## src/rtl/seqcmd_pkg.sv

```systemverilog
package seqcmd_pkg;

   localparam int unsigned KEY_W     = 13;
   localparam int unsigned KEY_STEPS = 5;

   typedef enum logic [1:0] {
      OP_IDLE  = 2'd0,
      OP_SAVE  = 2'd1,
      OP_CLEAR = 2'd2,
      OP_XFER  = 2'd3
   } op_state_t;

   localparam logic [KEY_W-1:0] SAVE_TAIL    = 13'h0F0F;
   localparam logic [KEY_W-1:0] RESTORE_TAIL = 13'h0F0E;

   function automatic logic [KEY_W-1:0] key_at(input logic [2:0] idx);
      case (idx)
         3'd0:    key_at = 13'h0000;
         3'd1:    key_at = 13'h1555;
         3'd2:    key_at = 13'h0AAA;
         3'd3:    key_at = 13'h1FFF;
         3'd4:    key_at = 13'h10F0;
         default: key_at = 13'h0000;
      endcase
   endfunction

endpackage

```

## src/rtl/seq_key_matcher.sv

```systemverilog
module seq_key_matcher
   import seqcmd_pkg::*;
#(
   parameter int unsigned ADDR_W           = 13,
   parameter bit          RESTART_ON_FIRST = 1'b1
) (
   input  logic              clk,
   input  logic              rst_n,
   input  logic              flush,
   input  logic              acc,
   input  logic              is_read,
   input  logic [ADDR_W-1:0] addr,
   input  logic              inhibit,
   output logic              launch_save,
   output logic              launch_restore
);

   localparam int unsigned HI_W = ADDR_W - KEY_W;

   logic [2:0]       step_q, step_d, restart_step;
   logic [KEY_W-1:0] low_addr;
   logic             hi_zero, hit_key, is_first, tail_save, tail_rest;

   assign low_addr = addr[KEY_W-1:0];

   if (HI_W == 0) begin : g_no_hi
      assign hi_zero = 1'b1;
   end else begin : g_hi
      assign hi_zero = (addr[ADDR_W-1:KEY_W] == '0);
   end

   always_comb begin
      hit_key   = hi_zero && (step_q < 3'(KEY_STEPS)) && (low_addr == key_at(step_q));
      is_first  = hi_zero && (low_addr == key_at(3'd0));
      tail_save = hi_zero && (step_q == 3'(KEY_STEPS)) && (low_addr == SAVE_TAIL);
      tail_rest = hi_zero && (step_q == 3'(KEY_STEPS)) && (low_addr == RESTORE_TAIL);
   end

   if (RESTART_ON_FIRST) begin : g_restart_first
      assign restart_step = is_first ? 3'd1 : 3'd0;
   end else begin : g_restart_zero
      assign restart_step = 3'd0;
   end

   always_comb begin
      launch_save    = !flush && acc && is_read && tail_save && !inhibit;
      launch_restore = !flush && acc && is_read && tail_rest;
      if (flush)                       step_d = 3'd0;
      else if (!acc)                   step_d = step_q;
      else if (!is_read)               step_d = 3'd0;
      else if (hit_key)                step_d = step_q + 3'd1;
      else if (tail_save || tail_rest) step_d = 3'd0;
      else                             step_d = restart_step;
   end

   always_ff @(posedge clk) begin
      if (!rst_n) step_q <= 3'd0;
      else        step_q <= step_d;
   end

   // an accepted write always discards progress
   p_write_clears_r4: assert property (@(posedge clk) disable iff (!rst_n)
      (acc && !is_read) |=> (step_q == 3'd0));

   // flush leaves the detector at step zero
   p_flush_clears_r10: assert property (@(posedge clk) disable iff (!rst_n)
      flush |=> (step_q == 3'd0));

   p_step_range_r1: assert property (@(posedge clk) disable iff (!rst_n)
      step_q <= 3'(KEY_STEPS));

endmodule

```

## src/rtl/op_sequencer.sv

```systemverilog
module op_sequencer
   import seqcmd_pkg::*;
#(
   parameter int unsigned SAVE_CYC = 64,
   parameter int unsigned CLR_CYC  = 8,
   parameter int unsigned XFER_CYC = 32
) (
   input  logic clk,
   input  logic rst_n,
   input  logic go_save,
   input  logic go_restore,
   output logic save_pulse,
   output logic restore_pulse,
   output logic busy_off,
   output logic clr_on,
   output logic xfer_on
);

   localparam int unsigned MAX_CYC = (SAVE_CYC > CLR_CYC)
                                     ? ((SAVE_CYC > XFER_CYC) ? SAVE_CYC : XFER_CYC)
                                     : ((CLR_CYC > XFER_CYC) ? CLR_CYC : XFER_CYC);
   localparam int unsigned CNT_W = (MAX_CYC < 2) ? 1 : $clog2(MAX_CYC);

   op_state_t        st_q;
   logic [CNT_W-1:0] cnt_q;

   always_ff @(posedge clk) begin
      if (!rst_n) begin
         st_q          <= OP_IDLE;
         cnt_q         <= '0;
         save_pulse    <= 1'b0;
         restore_pulse <= 1'b0;
      end else begin
         save_pulse    <= 1'b0;
         restore_pulse <= 1'b0;
         case (st_q)
            OP_IDLE: begin
               if (go_save) begin
                  st_q       <= OP_SAVE;
                  cnt_q      <= CNT_W'(SAVE_CYC - 1);
                  save_pulse <= 1'b1;
               end else if (go_restore) begin
                  st_q          <= OP_CLEAR;
                  cnt_q         <= CNT_W'(CLR_CYC - 1);
                  restore_pulse <= 1'b1;
               end
            end
            OP_SAVE: begin
               if (cnt_q == '0) st_q <= OP_IDLE;
               else             cnt_q <= cnt_q - 1'b1;
            end
            OP_CLEAR: begin
               if (cnt_q == '0) begin
                  st_q  <= OP_XFER;
                  cnt_q <= CNT_W'(XFER_CYC - 1);
               end else begin
                  cnt_q <= cnt_q - 1'b1;
               end
            end
            default: begin
               if (cnt_q == '0) st_q <= OP_IDLE;
               else             cnt_q <= cnt_q - 1'b1;
            end
         endcase
      end
   end

   assign busy_off = (st_q != OP_IDLE);
   assign clr_on   = (st_q == OP_CLEAR);
   assign xfer_on  = (st_q == OP_XFER);

   p_pulse_single_r2: assert property (@(posedge clk) disable iff (!rst_n)
      save_pulse |=> !save_pulse);

   p_pulse_single_r3: assert property (@(posedge clk) disable iff (!rst_n)
      restore_pulse |=> !restore_pulse);

   p_pulse_disables_r7: assert property (@(posedge clk) disable iff (!rst_n)
      (save_pulse || restore_pulse) |-> busy_off);

   p_phase_excl_r9: assert property (@(posedge clk) disable iff (!rst_n)
      !(clr_on && xfer_on));

   p_clear_then_xfer_r9: assert property (@(posedge clk) disable iff (!rst_n)
      $fell(clr_on) |-> xfer_on);

   p_restore_starts_clear_r9: assert property (@(posedge clk) disable iff (!rst_n)
      restore_pulse |-> clr_on);

endmodule

```

## src/rtl/seqcmd_unlock.sv

```systemverilog
module seqcmd_unlock #(
   parameter int unsigned ADDR_W           = 13,
   parameter int unsigned STORE_CYC        = 64,
   parameter int unsigned CLR_CYC          = 8,
   parameter int unsigned XFER_CYC         = 32,
   parameter bit          RESTART_ON_FIRST = 1'b1
) (
   input  logic              clk,
   input  logic              rst_n,
   input  logic              cyc_valid,
   input  logic              cyc_is_read,
   input  logic              oe_lvl,
   input  logic [ADDR_W-1:0] addr,
   input  logic              lv_inhibit,
   input  logic              busy_in,
   output logic              store_req,
   output logic              recall_req,
   output logic              chip_off,
   output logic              clr_phase,
   output logic              xfer_phase
);

   if (ADDR_W < 13) begin : g_bad_addr_w
      $error("seqcmd_unlock: ADDR_W must be at least 13");
   end
   if (STORE_CYC < 1 || CLR_CYC < 1 || XFER_CYC < 1) begin : g_bad_cyc
      $error("seqcmd_unlock: every duration must be at least one cycle");
   end

   logic flush, go_save, go_restore;

   assign flush = chip_off || busy_in;

   seq_key_matcher #(
      .ADDR_W          (ADDR_W),
      .RESTART_ON_FIRST(RESTART_ON_FIRST)
   ) matcher_i (
      .clk           (clk),
      .rst_n         (rst_n),
      .flush         (flush),
      .acc           (cyc_valid),
      .is_read       (cyc_is_read),
      .addr          (addr),
      .inhibit       (lv_inhibit),
      .launch_save   (go_save),
      .launch_restore(go_restore)
   );

   op_sequencer #(
      .SAVE_CYC(STORE_CYC),
      .CLR_CYC (CLR_CYC),
      .XFER_CYC(XFER_CYC)
   ) seq_i (
      .clk          (clk),
      .rst_n        (rst_n),
      .go_save      (go_save),
      .go_restore   (go_restore),
      .save_pulse   (store_req),
      .restore_pulse(recall_req),
      .busy_off     (chip_off),
      .clr_on       (clr_phase),
      .xfer_on      (xfer_phase)
   );

   // a save pulse never follows an inhibited sixth read
   p_inhibit_blocks_r8: assert property (@(posedge clk) disable iff (!rst_n)
      store_req |-> $past(!lv_inhibit));

   // no new launch while the previous action still holds the chip off
   p_no_relaunch_r7: assert property (@(posedge clk) disable iff (!rst_n)
      $past(chip_off) |-> !(store_req || recall_req));

   // a busy cycle cannot be the launching read
   p_busy_no_launch_r10: assert property (@(posedge clk) disable iff (!rst_n)
      (store_req || recall_req) |-> $past(!busy_in));

   // a launch follows a valid read, at either output-enable level
   p_launch_from_read_r1: assert property (@(posedge clk) disable iff (!rst_n)
      (store_req || recall_req) |->
         $past(cyc_valid && cyc_is_read && (oe_lvl || !oe_lvl)));

   p_req_excl_r2: assert property (@(posedge clk) disable iff (!rst_n)
      $onehot0({store_req, recall_req}));

endmodule

```

## config.mk

```make
export PLATFORM = sky130hd
export DESIGN_NAME = seqcmd_unlock
export DESIGN_NICKNAME = d
export VERILOG_FILES = /design/src/rtl/seqcmd_pkg.sv /design/src/rtl/seq_key_matcher.sv /design/src/rtl/op_sequencer.sv /design/src/rtl/seqcmd_unlock.sv
export SDC_FILE = /design/constraint.sdc
export NUM_CORES = 1
export LEC_CHECK = 0
export ABC_AREA = 1
export BUFFER_PORTS_ARGS = -buffer_cell sky130_fd_sc_hd__buf_2
export CORE_MARGIN = 2
export CORE_UTILIZATION = 50
export DETAILED_ROUTE_END_ITERATION = 10
export GPL_TIMING_DRIVEN = 0
export PLACE_DENSITY = 0.75
export SYNTH_ARGS = -nofsm -noshare
export SYNTH_HDL_FRONTEND = slang
export SYNTH_SLANG_ARGS = --single-unit
```

## constraint.sdc

```tcl
create_clock -name clk -period 2.2 [get_ports clk]
set_input_delay 0.44 -clock clk [delete_from_list [all_inputs] [get_ports clk]]
set_output_delay 0.44 -clock clk [all_outputs]
set_load 0.05 [all_outputs]
```

==> reports/qor.txt <==
Synth Register Bits: 13
share of cells above drive strength 1: 17.4%
met1 usage: 20.7%
critical path peak fanout: 6
Synth Area in Compound Gates: 8.04%
Die W: 50.0 µm
crit path launch type: register
Critical Path RT: 2.41 ns
Setup Viol. Count Final: 0
CTS tree: yes
launch point of the worst hold path: cyc_valid
CP Launch Point: matcher_i.step_q[1]
area share of fa/ha/maj cells after synthesis: 7.09%
CP endpoint kind: register
met3 Usage GRT: 2.73%
clk root buf: clkbuf_4
syn_area_per_cell: 6.08 µm²
simple logic cell fraction of the synthesized area: 47.5%
Peak Freq: 600 MHz
measured slew at the worst slew-check pin: 0.319 ns
Synth Area in XOR/XNOR: 2.48%
Resized Gates After CTS: 0
global-route track usage on met2: 40.6%
Synth Cell Area: 1060 µm²
port bufs: 23
mux contribution to synthesized area: 0%
Worst Hold Class: in2reg
Synth Instances: 174
syn nets: 200
Max Root-Sink Buffers: 2
HPWL after DPL: 1.88 mm
pwr/cell area: 347 nW/µm²
area grow syn2layout: 16.5%
CP max stage delay: 0.34 ns
Seq/Total Area, Yosys: 24.6%
setup total negative slack: 0 ns
Setup Fix Bufs, Post-CTS: 0
First-pass DRT Iterations: 4
Nets: 228
most frequent cells in the layout: nand2_1, inv_1, buf_2
antenna diode count: 0
CTS buffer count: 3
RSZ-0062 raised after global routing: false
die height: 50.0 µm
total gr overflow: 0
# clock sinks: 13
status: completed
Tmin final: 1.67 ns
Core Footprint: 1980 µm²
# DRC: 0
clk_lat worst skew: 0.28 ns
FILL cells: 215
dpl cell area: 1210 µm²
largest net degree at the start of global routing: 10
number of max-slew violations in the final report: 0
Critical-path top delay cell: dfxtp_1
via count: 1109
first-pass GRT wire length: 4.02 mm
gpl congestion: 0.885
critical path cell sequence: inv_1 -> ha_1 -> nand3_1 -> nor3_4 -> nand3b_1 -> nand3_2 -> nand2_4 -> nand2_1 -> nand2_1 -> nor2_1
most common cell after layout, fill and taps aside: nand2_1
Arrival @ worst endpoint: 1.88 ns
reg-to-reg critical path startpoint: matcher_i.step_q[1]
Clk pin slew, worst setup/hold paths: 0.08 ns
post-synth cell types: 21
Via density: 4.86
Top Usage Layer GRT: met2
Tcrit/Tclk final: 75.7%
row count: 16
largest family of logic cells by synthesized area: simple AND/OR/NAND/NOR gates
design area: 1230 µm²
H-Tree Depth: 1
antenna violations before repair: 0
final hold violations: 0
crit path kind: reg2reg
Total Wirelength: 2.27 mm
relative slew slack: 78.7%
Static Leakage: 0.632 nW
Final Skew: 0.00725 ns
Worst path most repeated cell: nand2_1
YS warnings: 0
worst vdd ir: 0.000359 V
WHS: 0.450 ns
initial DRC count: 21
aggregate global-route resource usage: 20.3%
hold-fix buffers at CTS: 0
Top Ports: 25
die area: 2500 µm²
via count of the first global-routing pass: 1087
Antenna Nets Post-Route: 0
total of max-cap violations: 0
drt wl/cell: 9.96 µm
Initial Util: 53.4%
## through the flow
stage / setup WS [ns] / instances / power (W) / util, %
3_5_place_dp: 0.483 / 224 / 0.000289 / 60.9
6_report: 0.535 / 228 / 0.000428 / 62.2
2_1_floorplan: 0.664 / 174 / 0.000264 / -
4_1_cts: 0.524 / 228 / 0.000433 / 62.2
5_1_grt: 0.314 / 228 / 0.000445 / 62.2
3_3_place_gp: 0.493 / 224 / 0.000287 / 60.9
## logic make-up (layout without fill, tap and decap cells)
family	after synthesis	count (layout)
compound gates	17	17
xor+xnor	3	3
fa+ha+maj	6	6
simple gates	106	106
buf+inv	29	56
flops	13	13
## final cells by class
| cell class | instances | area, µm² | share of cell area (%) |
|---|---|---|---|
| Timing Repair Buffer | 23 | 115 | 9.33 |
| Sequential cell | 13 | 260 | 21.1 |
| Multi-Input combinational cell | 132 | 689 | 55.9 |
| Tap cell | 27 | 33.8 | 2.74 |
| Inverter | 29 | 109 | 8.82 |
| Clock buffer | 4 | 26.3 | 2.13 |
## worst max-delay path: cells and delay by family, from the launching register on
kind / cells / cell delay [ns]
and+or+nand+nor: 8 / 0.95
DFF: 1 / 0.34
adders and majority gates: 1 / 0.19
buffers and inverters: 1 / 0.12
## final timing paths
check | to | slack, ns | depth (start not counted)
worst max-delay path | seq_i.cnt_q[3] | 0.53 | 10
worst min-delay path | matcher_i.step_q[0] | 0.45 | 4
worst max register to register | seq_i.cnt_q[3] | 0.53 | 10
worst min register to register | seq_i.cnt_q[1] | 0.49 | 2
## registers in the layout, indices dropped and copies added (netlist names)
signal               count
seq_i.cnt_q              6
matcher_i.step_q         3
seq_i.st_q               2
seq_i.restore_pulse      1
seq_i.save_pulse         1
## synth_stat cells
master / count / area share (%)
nand3b_1: 4 / 2.8
nand3_1: 20 / 9.5
nand3_4: 1 / 1.7
ha_1: 6 / 7.1
nor3_1: 1 / 0.47
nor2_4: 1 / 1.1
nor2_2: 1 / 0.59
dfxtp_1: 13 / 25
a21oi_1: 10 / 4.7
nand3_2: 2 / 1.9
nor2_1: 21 / 7.4
inv_2: 1 / 0.35
nand4_1: 2 / 1.2
nand2_4: 1 / 1.1
xor2_1: 2 / 1.7
xnor2_1: 1 / 0.83
nand2_1: 50 / 18
nor3_4: 1 / 1.5
inv_1: 28 / 9.9
or2_2: 1 / 0.59
o21ai_0: 7 / 3.3
## metal layers
| layer | vias to the layer above | routed length, µm | share of wire [%] |
|---|---|---|---|
| li1 | 604 | - | - |
| met1 | 475 | 1020 | 45 |
| met2 | 23 | 1130 | 50 |
| met3 | 7 | 83 | 3.7 |
| met4 | 0 | 37 | 1.6 |
| met5 | - | 0 | 0 |
## where the power goes
group          internal, W  leakage, nW   total, W   switching (W)
logic            0.0000203        0.513  0.0000481       0.0000277
clock network    0.0000703       0.0150   0.000144       0.0000742
registers         0.000235        0.105   0.000235  0.000000000817
Power figures use the tool's default switching activity.
